[src/rtl/rx4b5b_pkg.sv]
package rx4b5b_pkg;
  localparam int CODE_W = 5;
  localparam int NIB_W  = 4;
  localparam int N_ERR  = 3;

  localparam logic [CODE_W-1:0] C_IDLE = 5'b11111;
  localparam logic [CODE_W-1:0] C_J    = 5'b11000;
  localparam logic [CODE_W-1:0] C_K    = 5'b10001;
  localparam logic [CODE_W-1:0] C_T    = 5'b01101;
  localparam logic [CODE_W-1:0] C_R    = 5'b00111;

  localparam logic [NIB_W-1:0] NIB_PRE = 4'h5;

  localparam int EB_START = 0;
  localparam int EB_END   = 1;
  localparam int EB_CODE  = 2;

  typedef enum logic [2:0] {
    SK_DATA, SK_IDLE, SK_J, SK_K, SK_T, SK_R, SK_BAD
  } sym_kind_e;

  typedef struct packed {
    sym_kind_e          kind;
    logic [NIB_W-1:0]   nib;
  } sym_t;

  typedef enum logic [1:0] {
    FS_HUNT, FS_GOT_J, FS_FRAME, FS_GOT_T
  } fstate_e;
endpackage

[src/rtl/sym_classify.sv]
module sym_classify
  import rx4b5b_pkg::*;
(
  input  logic [CODE_W-1:0] code_i,
  output sym_t              sym_o
);
  always_comb begin
    sym_o.kind = SK_DATA;
    sym_o.nib  = '0;
    unique case (code_i)
      5'b11110: sym_o.nib = 4'h0;
      5'b01001: sym_o.nib = 4'h1;
      5'b10100: sym_o.nib = 4'h2;
      5'b10101: sym_o.nib = 4'h3;
      5'b01010: sym_o.nib = 4'h4;
      5'b01011: sym_o.nib = 4'h5;
      5'b01110: sym_o.nib = 4'h6;
      5'b01111: sym_o.nib = 4'h7;
      5'b10010: sym_o.nib = 4'h8;
      5'b10011: sym_o.nib = 4'h9;
      5'b10110: sym_o.nib = 4'hA;
      5'b10111: sym_o.nib = 4'hB;
      5'b11010: sym_o.nib = 4'hC;
      5'b11011: sym_o.nib = 4'hD;
      5'b11100: sym_o.nib = 4'hE;
      5'b11101: sym_o.nib = 4'hF;
      C_IDLE:   sym_o.kind = SK_IDLE;
      C_J:      sym_o.kind = SK_J;
      C_K:      sym_o.kind = SK_K;
      C_T:      sym_o.kind = SK_T;
      C_R:      sym_o.kind = SK_R;
      default:  sym_o.kind = SK_BAD;
    endcase
  end
endmodule

[src/rtl/rx_framer.sv]
module rx_framer
  import rx4b5b_pkg::*;
(
  input  logic             clk,
  input  logic             rst,
  input  logic             link_fail_i,
  input  sym_t             sym_i,
  output logic [NIB_W-1:0] rxd_o,
  output logic             dv_o,
  output logic             er_o,
  output logic [N_ERR-1:0] err_set_o
);
  fstate_e          st_q, st_d;
  logic [NIB_W-1:0] nib_d;
  logic             dv_d, er_d;
  logic [N_ERR-1:0] set_d;

  always_comb begin
    st_d  = st_q;
    nib_d = '0;
    dv_d  = 1'b0;
    er_d  = 1'b0;
    set_d = '0;
    unique case (st_q)
      FS_HUNT: begin
        if (sym_i.kind == SK_J) begin
          st_d  = FS_GOT_J;
          nib_d = NIB_PRE;
          dv_d  = 1'b1;
        end
      end
      FS_GOT_J: begin
        dv_d = 1'b1;
        if (sym_i.kind == SK_K) begin
          st_d  = FS_FRAME;
          nib_d = NIB_PRE;
        end else begin
          st_d            = FS_HUNT;
          er_d            = 1'b1;
          set_d[EB_START] = 1'b1;
        end
      end
      FS_FRAME: begin
        unique case (sym_i.kind)
          SK_DATA: begin
            dv_d  = 1'b1;
            nib_d = sym_i.nib;
          end
          SK_T: st_d = FS_GOT_T;
          SK_IDLE: begin
            st_d          = FS_HUNT;
            dv_d          = 1'b1;
            er_d          = 1'b1;
            set_d[EB_END] = 1'b1;
          end
          default: begin
            dv_d           = 1'b1;
            er_d           = 1'b1;
            set_d[EB_CODE] = 1'b1;
          end
        endcase
      end
      FS_GOT_T: begin
        st_d = FS_HUNT;
        if (sym_i.kind != SK_R) set_d[EB_END] = 1'b1;
      end
      default: st_d = FS_HUNT;
    endcase
  end

  assign err_set_o = (rst || link_fail_i) ? '0 : set_d;

  always_ff @(posedge clk) begin
    if (rst || link_fail_i) begin
      st_q  <= FS_HUNT;
      rxd_o <= '0;
      dv_o  <= 1'b0;
      er_o  <= 1'b0;
    end else begin
      st_q  <= st_d;
      rxd_o <= nib_d;
      dv_o  <= dv_d;
      er_o  <= er_d;
    end
  end

  assert_jk_preamble_R2: assert property (@(posedge clk) disable iff (rst)
    (st_q == FS_GOT_J && sym_i.kind == SK_K && !link_fail_i) |=> (dv_o && rxd_o == NIB_PRE));

  assert_bad_k_R6: assert property (@(posedge clk) disable iff (rst)
    (st_q == FS_GOT_J && sym_i.kind != SK_K && !link_fail_i) |=> (er_o && st_q == FS_HUNT));

  assert_t_closes_R4: assert property (@(posedge clk) disable iff (rst)
    (st_q == FS_FRAME && sym_i.kind == SK_T && !link_fail_i) |=> (!dv_o && rxd_o == '0));

  assert_single_err_class_R5: assert property (@(posedge clk) disable iff (rst)
    $countones(err_set_o) <= 1);
endmodule

[src/rtl/err_sticky.sv]
module err_sticky
  import rx4b5b_pkg::*;
#(
  parameter int N = N_ERR
) (
  input  logic         clk,
  input  logic         rst,
  input  logic         clr_i,
  input  logic [N-1:0] set_i,
  output logic [N-1:0] flag_o
);
  for (genvar g = 0; g < N; g++) begin : g_bit
    always_ff @(posedge clk) begin
      if (rst)             flag_o[g] <= 1'b0;
      else if (set_i[g])   flag_o[g] <= 1'b1;
      else if (clr_i)      flag_o[g] <= 1'b0;
    end

    assert_sticky_hold_R10: assert property (@(posedge clk) disable iff (rst)
      ($past(flag_o[g]) && !$past(clr_i)) |-> flag_o[g]);

    assert_set_wins_R10: assert property (@(posedge clk) disable iff (rst)
      set_i[g] |=> flag_o[g]);
  end
endmodule

[src/rtl/rx_symbol_decoder.sv]
module rx_symbol_decoder
  import rx4b5b_pkg::*;
(
  input  logic        clk,
  input  logic        rst,
  input  logic [4:0]  code_i,
  input  logic        link_fail_i,
  input  logic        stat_clr_i,
  output logic [3:0]  rxd_o,
  output logic        rx_dv_o,
  output logic        crs_o,
  output logic        rx_er_o,
  output logic        err_start_o,
  output logic        err_end_o,
  output logic        err_code_o
);
  sym_t             sym;
  logic             dv;
  logic [N_ERR-1:0] err_set, err_flag;

  sym_classify u_cls (
    .code_i (code_i),
    .sym_o  (sym)
  );

  rx_framer u_frm (
    .clk        (clk),
    .rst        (rst),
    .link_fail_i(link_fail_i),
    .sym_i      (sym),
    .rxd_o      (rxd_o),
    .dv_o       (dv),
    .er_o       (rx_er_o),
    .err_set_o  (err_set)
  );

  err_sticky #(.N(N_ERR)) u_st (
    .clk   (clk),
    .rst   (rst),
    .clr_i (stat_clr_i),
    .set_i (err_set),
    .flag_o(err_flag)
  );

  assign rx_dv_o     = dv;
  assign crs_o       = dv;
  assign err_start_o = err_flag[EB_START];
  assign err_end_o   = err_flag[EB_END];
  assign err_code_o  = err_flag[EB_CODE];

  assert_idle_zero_R1: assert property (@(posedge clk) disable iff (rst)
    !rx_dv_o |-> (rxd_o == 4'h0 && !rx_er_o));

  assert_link_quiet_R9: assert property (@(posedge clk) disable iff (rst)
    $past(link_fail_i) |-> (!crs_o && !rx_dv_o && !rx_er_o));

  assert_err_flagged_R5: assert property (@(posedge clk) disable iff (rst)
    rx_er_o |-> (err_start_o || err_end_o || err_code_o));
endmodule

[config.mk]
export PLATFORM = sky130hd
export DESIGN_NAME = rx_symbol_decoder
export DESIGN_NICKNAME = d
export VERILOG_FILES = /design/src/rtl/rx4b5b_pkg.sv /design/src/rtl/sym_classify.sv /design/src/rtl/rx_framer.sv /design/src/rtl/err_sticky.sv /design/src/rtl/rx_symbol_decoder.sv
export SDC_FILE = /design/constraint.sdc
export NUM_CORES = 1
export LEC_CHECK = 0
export CORE_ASPECT_RATIO = 0.8
export CORE_UTILIZATION = 35
export DETAILED_ROUTE_END_ITERATION = 10
export GPL_TIMING_DRIVEN = 0
export HOLD_SLACK_MARGIN = 0.12
export PLACE_DENSITY_LB_ADDON = 0.12
export RECOVER_POWER = 50
export SYNTH_ARGS = -nofsm -noshare
export SYNTH_HDL_FRONTEND = slang
export SYNTH_SLANG_ARGS = --single-unit
[constraint.sdc]
create_clock -name clk -period 2.6 [get_ports clk]
set_input_delay 0.52 -clock clk [delete_from_list [all_inputs] [get_ports clk]]
set_output_delay 0.52 -clock clk [all_outputs]
set_load 0.01 [all_outputs]
== Word-level counts from Yosys, hierarchy flattened ==
Index checks and enable logic that the tools add are counted.
Storage, ports and cells
  bits in latches: 0
  memory bits (read-only): 0
  output and inout bits: 10
  logic and storage cells: 75
  memories: 0
  register bits after elaboration: 11
  memory bits (writable): 0
Operators by class
  shift operators: 0
  multiply operators: 0
  mux-type cells: 27
  add/subtract/negate cells: 0
  equality and inequality tests: 31
  reductions and logical operators: 10
  bitwise gates (word level): 0
  $lt $le $gt $ge: 0
  divide/modulo/power cells: 0
Operator list (number)
  $eq 5x5->1 const B: 14
  $pmux 4 s15: 1
  $eq 5x4->1 const B: 6
  $pmux 3 s6: 1
  $reduce_or 16->1: 1
  $mux 1: 13
  $pmux 4 s3: 1
  $mux 3: 3
  $pmux 2 s4: 1
  $eq 3x2->1 const B: 2
  $ne 3x3->1 const B: 2
  $reduce_bool 2->1: 3
  $eq 5x3->1 const B: 1
  $eq 2x2->1 const B: 2
  $mux 2: 2
  $mux 4: 1
  $pmux 1 s2: 2
  $pmux 2 s2: 1
  $eq 3x1->1 const B: 1
  $eq 3x3->1 const B: 1
  $logic_not 3->1: 1
  $pmux 1 s3: 1
  $reduce_or 3->1: 1
  $eq 2x1->1 const B: 1
  5 further kinds: 5

== Longest topological paths before layout ==
  depth in word-level cells: 9
  depth in mapped cells: 7
  gate-level depth less buffers: 6

== Cells and area by module ==
Synthesis repeated with hierarchy kept, for this count alone.
Second synthesis, totals
  cells, all modules: 106
  area total of the unflattened synthesis: 900.9 um^2
Modules (own cells, without submodules)
  rx_framer: seq. area each 160.2 um^2, area an instance 591.8 um^2, cells each 63, times used 1
  sym_classify: seq. area each 0.0 um^2, area an instance 196.4 um^2, cells each 30, times used 1
  err_sticky: seq. area each 60.1 um^2, area an instance 105.1 um^2, cells each 12, times used 1
  rx_symbol_decoder: seq. area each 0.0 um^2, area an instance 7.5 um^2, cells each 1, times used 1

== Worst setup path before layout ==
OpenSTA, ideal clock, no wires.
  path type: input to register
  start: input port code_i[4]
  end: register u_frm.st_q[1]
  slack: 1.244 ns
  stages: 5
  arrival time: 1.238 ns
  path buffers: 1
  required time: 2.483 ns
  library setup time: 0.117 ns
  path through: buf_2 > xor2_1 > o21ai_2 > o21ai_2 > a32o_1
On the way
  longest elaborated chain between the ends: 6
Ends and longest elaborated chain
  start, declared: RTL line rx_symbol_decoder.sv:6  | input logic [4:0] code_i,
  $eq 5x5->1 / $eq 5x4->1 (equally long branches): RTL line sym_classify.sv:10  | unique case (code_i)
  $reduce_or 16->1 (no line)
  $pmux 3 s6 (*): RTL line sym_classify.sv:10
  $eq 3x1->1 (tied with other cells): RTL line rx_framer.sv:44  | unique case (sym_i.kind)
  $pmux 2 s2 (tied with other cells): RTL line rx_framer.sv:44
  $pmux 2 s4 / $reduce_and 2->1 (equally long branches)
  end signal, assigned: RTL line rx_framer.sv:80  | st_q <= st_d;
  end, declared: RTL line rx_framer.sv:13  | fstate_e st_q, st_d;
Every way passes the cells marked *; elsewhere a longest branch is shown, timed or not.
A chain may end at the register's enable or synchronous reset.

== Worst setup path after layout ==
  start: input port code_i[3]
  end: register u_frm.st_q[1]
The elaborated chain is that of the path after synthesis.

==> implementation parameters <==
Parameter                              Value

Timing
  Final Hold Slack ... 0.472 ns
  Setup clock skew after layout ... 0.00653 ns
  Hold violation total from the final report ... 0
  Slew at the pin closest to its max-slew limit ... 0.459 ns
  Final number of setup-violating endpoints ... 0
  Final max-slew violation count ... 0
  Fin crit share ... 77.0%
  RSZ-0062 raised after global routing ... no
  Minimum clock period after layout ... 2.00 ns
  Setup total negative slack ... 0 ns
  Slew Limit Headroom ... 69.4%
  Peak clock frequency supported by timing ... 0.500 GHz

Synth
  Most common flop cell mapped by yosys ... sky130_fd_sc_hd__dfxtp_1
  Syn. warnings ... 0
  Distinct cell type count of the synthesized netlist ... 34
  Sequential share of the synthesized area ... 29.5%
  Post-synth net total ... 105
  Number of instances in the synthesized netlist ... 91
  Synthesized area per cell ... 8.21 sq um
  Count of flip-flops with a built-in enable after synthesis ... 0
  Proportion of register bits with asynchronous set or reset after synthesis ... 0%
  Combined area of all synthesized cells ... 747 sq um
  Total of flip-flops plus latches after synthesis ... 11

Setup path
  Endpoint required time on the critical path ... 2.77 ns
  Max stage delay on crit path ... 0.59 ns
  Cell with the largest stage delay on the worst path ... sky130_fd_sc_hd__dlygate4sd3_1
  Launch point of the critical path ... code_i[3]
  Count of cells along the worst register-to-register path ... 5
  Crit Reg-Reg Startpoint ... u_frm.st_q[0]$_SDFFE_PN0P_
  Type of element capturing the critical path ... register
  Classification of the worst setup path ... in2reg
  Critical Path AT ... 2.17 ns
  Chain of cells forming the critical path ... dlygate4sd3_1 > clkbuf_1 > nand3_1 > o21ai_2 > nand2_1 > a32o_1
  Type of origin of the critical path ... input pin
  Largest fanout on the critical path ... 10

Global route
  Via count of the first global-routing pass ... 657
  GRT Residual Overflow ... 0
  Global-route wire length before repair ... 2760 um
  Total global-route track usage ... 16.6%
  Largest net degree at the start of global routing ... 11
  Initial antenna violation count ... 0

Floorplanning
  Die width ... 53.7 um
  Row count ... 14
  Io pins ... 19
  Initial core utilization ... 38.4%
  Area of the die ... 2320 sq um
  Core ar. ... 1940 sq um
  Die Ht ... 43.3 um

Run status
  Run status ... finished, final reports clean

Routing
  Wirelength, routed ... 1650 um
  Number of iterations in the first detailed-routing pass ... 4
  Vias ... 710
  DRC errors left ... 0
  Detail-routed via count per cell ... 5.22
  Antenna viol nets, final ... 0
  Wire per inst ... 12.1 um
  Initial DRC Count ... 16

Power and ir drop
  Fraction of power consumed by the clock network ... 34.4%
  Maximum ir drop on the vdd rail ... 0.000166 V
  Leakage power ... 0.382 nW
  Combinational share of power ... 17.2%
  Pwr/cell area ... 362 nW/um^2
  Switch Pwr ... 0.0000937 W
  Switching part of the total ... 26.8%
  Fraction of power consumed by sequential logic ... 48.4%
  Total internal power ... 0.000256 W
  Overall power of the completed layout ... 0.000350 W

Finish
  Fillcell total ... 205
  Layout cell share with drive strength beyond 1 ... 14.3%
  Commonest non-fill, non-tap cell in the layout ... sky130_fd_sc_hd__nand2_1
  Nets ... 127
  Area added between synthesis and finish ... 29.5%
  Number of inserted diodes ... 0
  Commonest cells after routing, fill and taps aside ... sky130_fd_sc_hd__nand2_1, sky130_fd_sc_hd__clkdlybuf4s50_1, sky130_fd_sc_hd__dfxtp_1

CTS
  Clock latency on the worst-skew pair ... 0.27 ns
  Num CTS Buffers ... 3
  Clock tree from TritonCTS ... yes
  # Post-CTS Setup Buffers ... 0
  Longest Clk Path Bufs ... 2
  H-tree depth reported by CTS ... 1
  Post-CTS clock slew at the launch and capture registers of the worst setup and hold paths ... 0.08 ns
  Sinks on the clock net ... 11
  Hold buffer count at cts ... 0
  Clock root buffer ... sky130_fd_sc_hd__clkbuf_4
  CTS-repair resized insts ... 0

Min path
  Hold depth ... 2
  Min-Delay Startpoint ... u_st.flag_o[2]$_SDFFE_PP0P_
  Path category of the worst min-delay check ... reg2reg

Place
  Number of port buffers ... 17
  DPL Wire Length ... 1270 um
  Final RePlAce weighted congestion ... 0.803

Job
  Max capacitance violation total ... 0
-- registers in the layout, summed over array words and instances (netlist names) --
register	count
u_st.flag_o	3
u_frm.dv_o	1
u_frm.st_q	2
u_frm.er_o	1
u_frm.rxd_o	4
-- cell type report --
type	count	area (sq um)	area share, %
well taps	24	30.0	3.10
multi-input cells	68	458	47.3
flip-flops and latches	11	220	22.8
plain buffers	7	43.8	4.53
clock buffers	4	26.3	2.72
inverters	5	18.8	1.94
repair buffers	17	170	17.6
-- path summary, 6_finish.rpt --
| path | to | slack (ns) |
|---|---|---|
| min reg2reg | u_st.flag_o[2]$_SDFFE_PP0P_ | 0.47 |
| min | u_st.flag_o[2]$_SDFFE_PP0P_ | 0.47 |
| max reg2reg | u_frm.st_q[0]$_SDFFE_PN0P_ | 1.08 |
| max | u_frm.st_q[1]$_SDFFE_PN0P_ | 0.60 |
-- power groups by stage --
stage	registers (W)	logic [W]	clock network, W
after CTS	0.000169	0.0000611	0.000121
after floorplan	0.000174	0.0000381	0
after global placement	0.000173	0.0000603	0
after detailed placement	0.000173	0.0000608	0
after global routing	0.000169	0.0000662	0.000134
final	0.000169	0.0000601	0.000120
-- cells by family (layout without fill, tap and decap cells) --
kind of cell	count (synthesis)	after routing	share of synthesized area, %
xor gates and xnor gates	4	4	4.69
DFF	11	11	29.5
and+or+nand+nor	37	37	25.0
buffers and inverters	12	33	8.54
adders and majority gates	5	5	8.38
AOI/OAI and AO/OA	22	22	24.0
-- cell usage after synthesis (2+ instances only) --
cell type	count	share of area (%)
sky130_fd_sc_hd__ha_1	5	8.4
sky130_fd_sc_hd__nand2_1	13	6.5
sky130_fd_sc_hd__o21ai_2	3	3.5
sky130_fd_sc_hd__dfxtp_1	11	29
sky130_fd_sc_hd__buf_4	2	2.0
sky130_fd_sc_hd__xnor2_1	2	2.3
sky130_fd_sc_hd__o21a_1	2	2.0
sky130_fd_sc_hd__a32o_1	2	2.7
sky130_fd_sc_hd__nand3_1	7	4.7
sky130_fd_sc_hd__a21oi_1	5	3.3
sky130_fd_sc_hd__nor2_1	8	4.0
sky130_fd_sc_hd__buf_2	3	2.0
sky130_fd_sc_hd__o211ai_1	2	2.0
sky130_fd_sc_hd__inv_1	5	2.5
sky130_fd_sc_hd__xor2_1	2	2.3
-- routing by layer --
layer  GRT usage (%)  up-vias  wire length (um)
met5               0        -                 0
met4            7.89        0                38
met3            3.23        5               101
met2            23.8       24               696
met1            23.6      322               808
li1                -      359                 -
-- stage by stage --
stage                     instance area, sq um  setup slack [ns]  utilization (%)  instances
after global routing                       967             0.472             49.7        136
after detailed placement                   947             0.544             48.7        132
after global placement                     947             0.571             48.7        132
after floorplan                            747              1.24                -         91
final                                      967             0.599             49.7        136
after CTS                                  973             0.825             50.1        136
-- critical path, delay by kind of cell --
kind                   cells  cell delay, ns
buffers and inverters      2            0.98
AOI/OAI and AO/OA          2            0.41
and+or+nand+nor            2            0.26
Power figures use the tool's default switching activity.
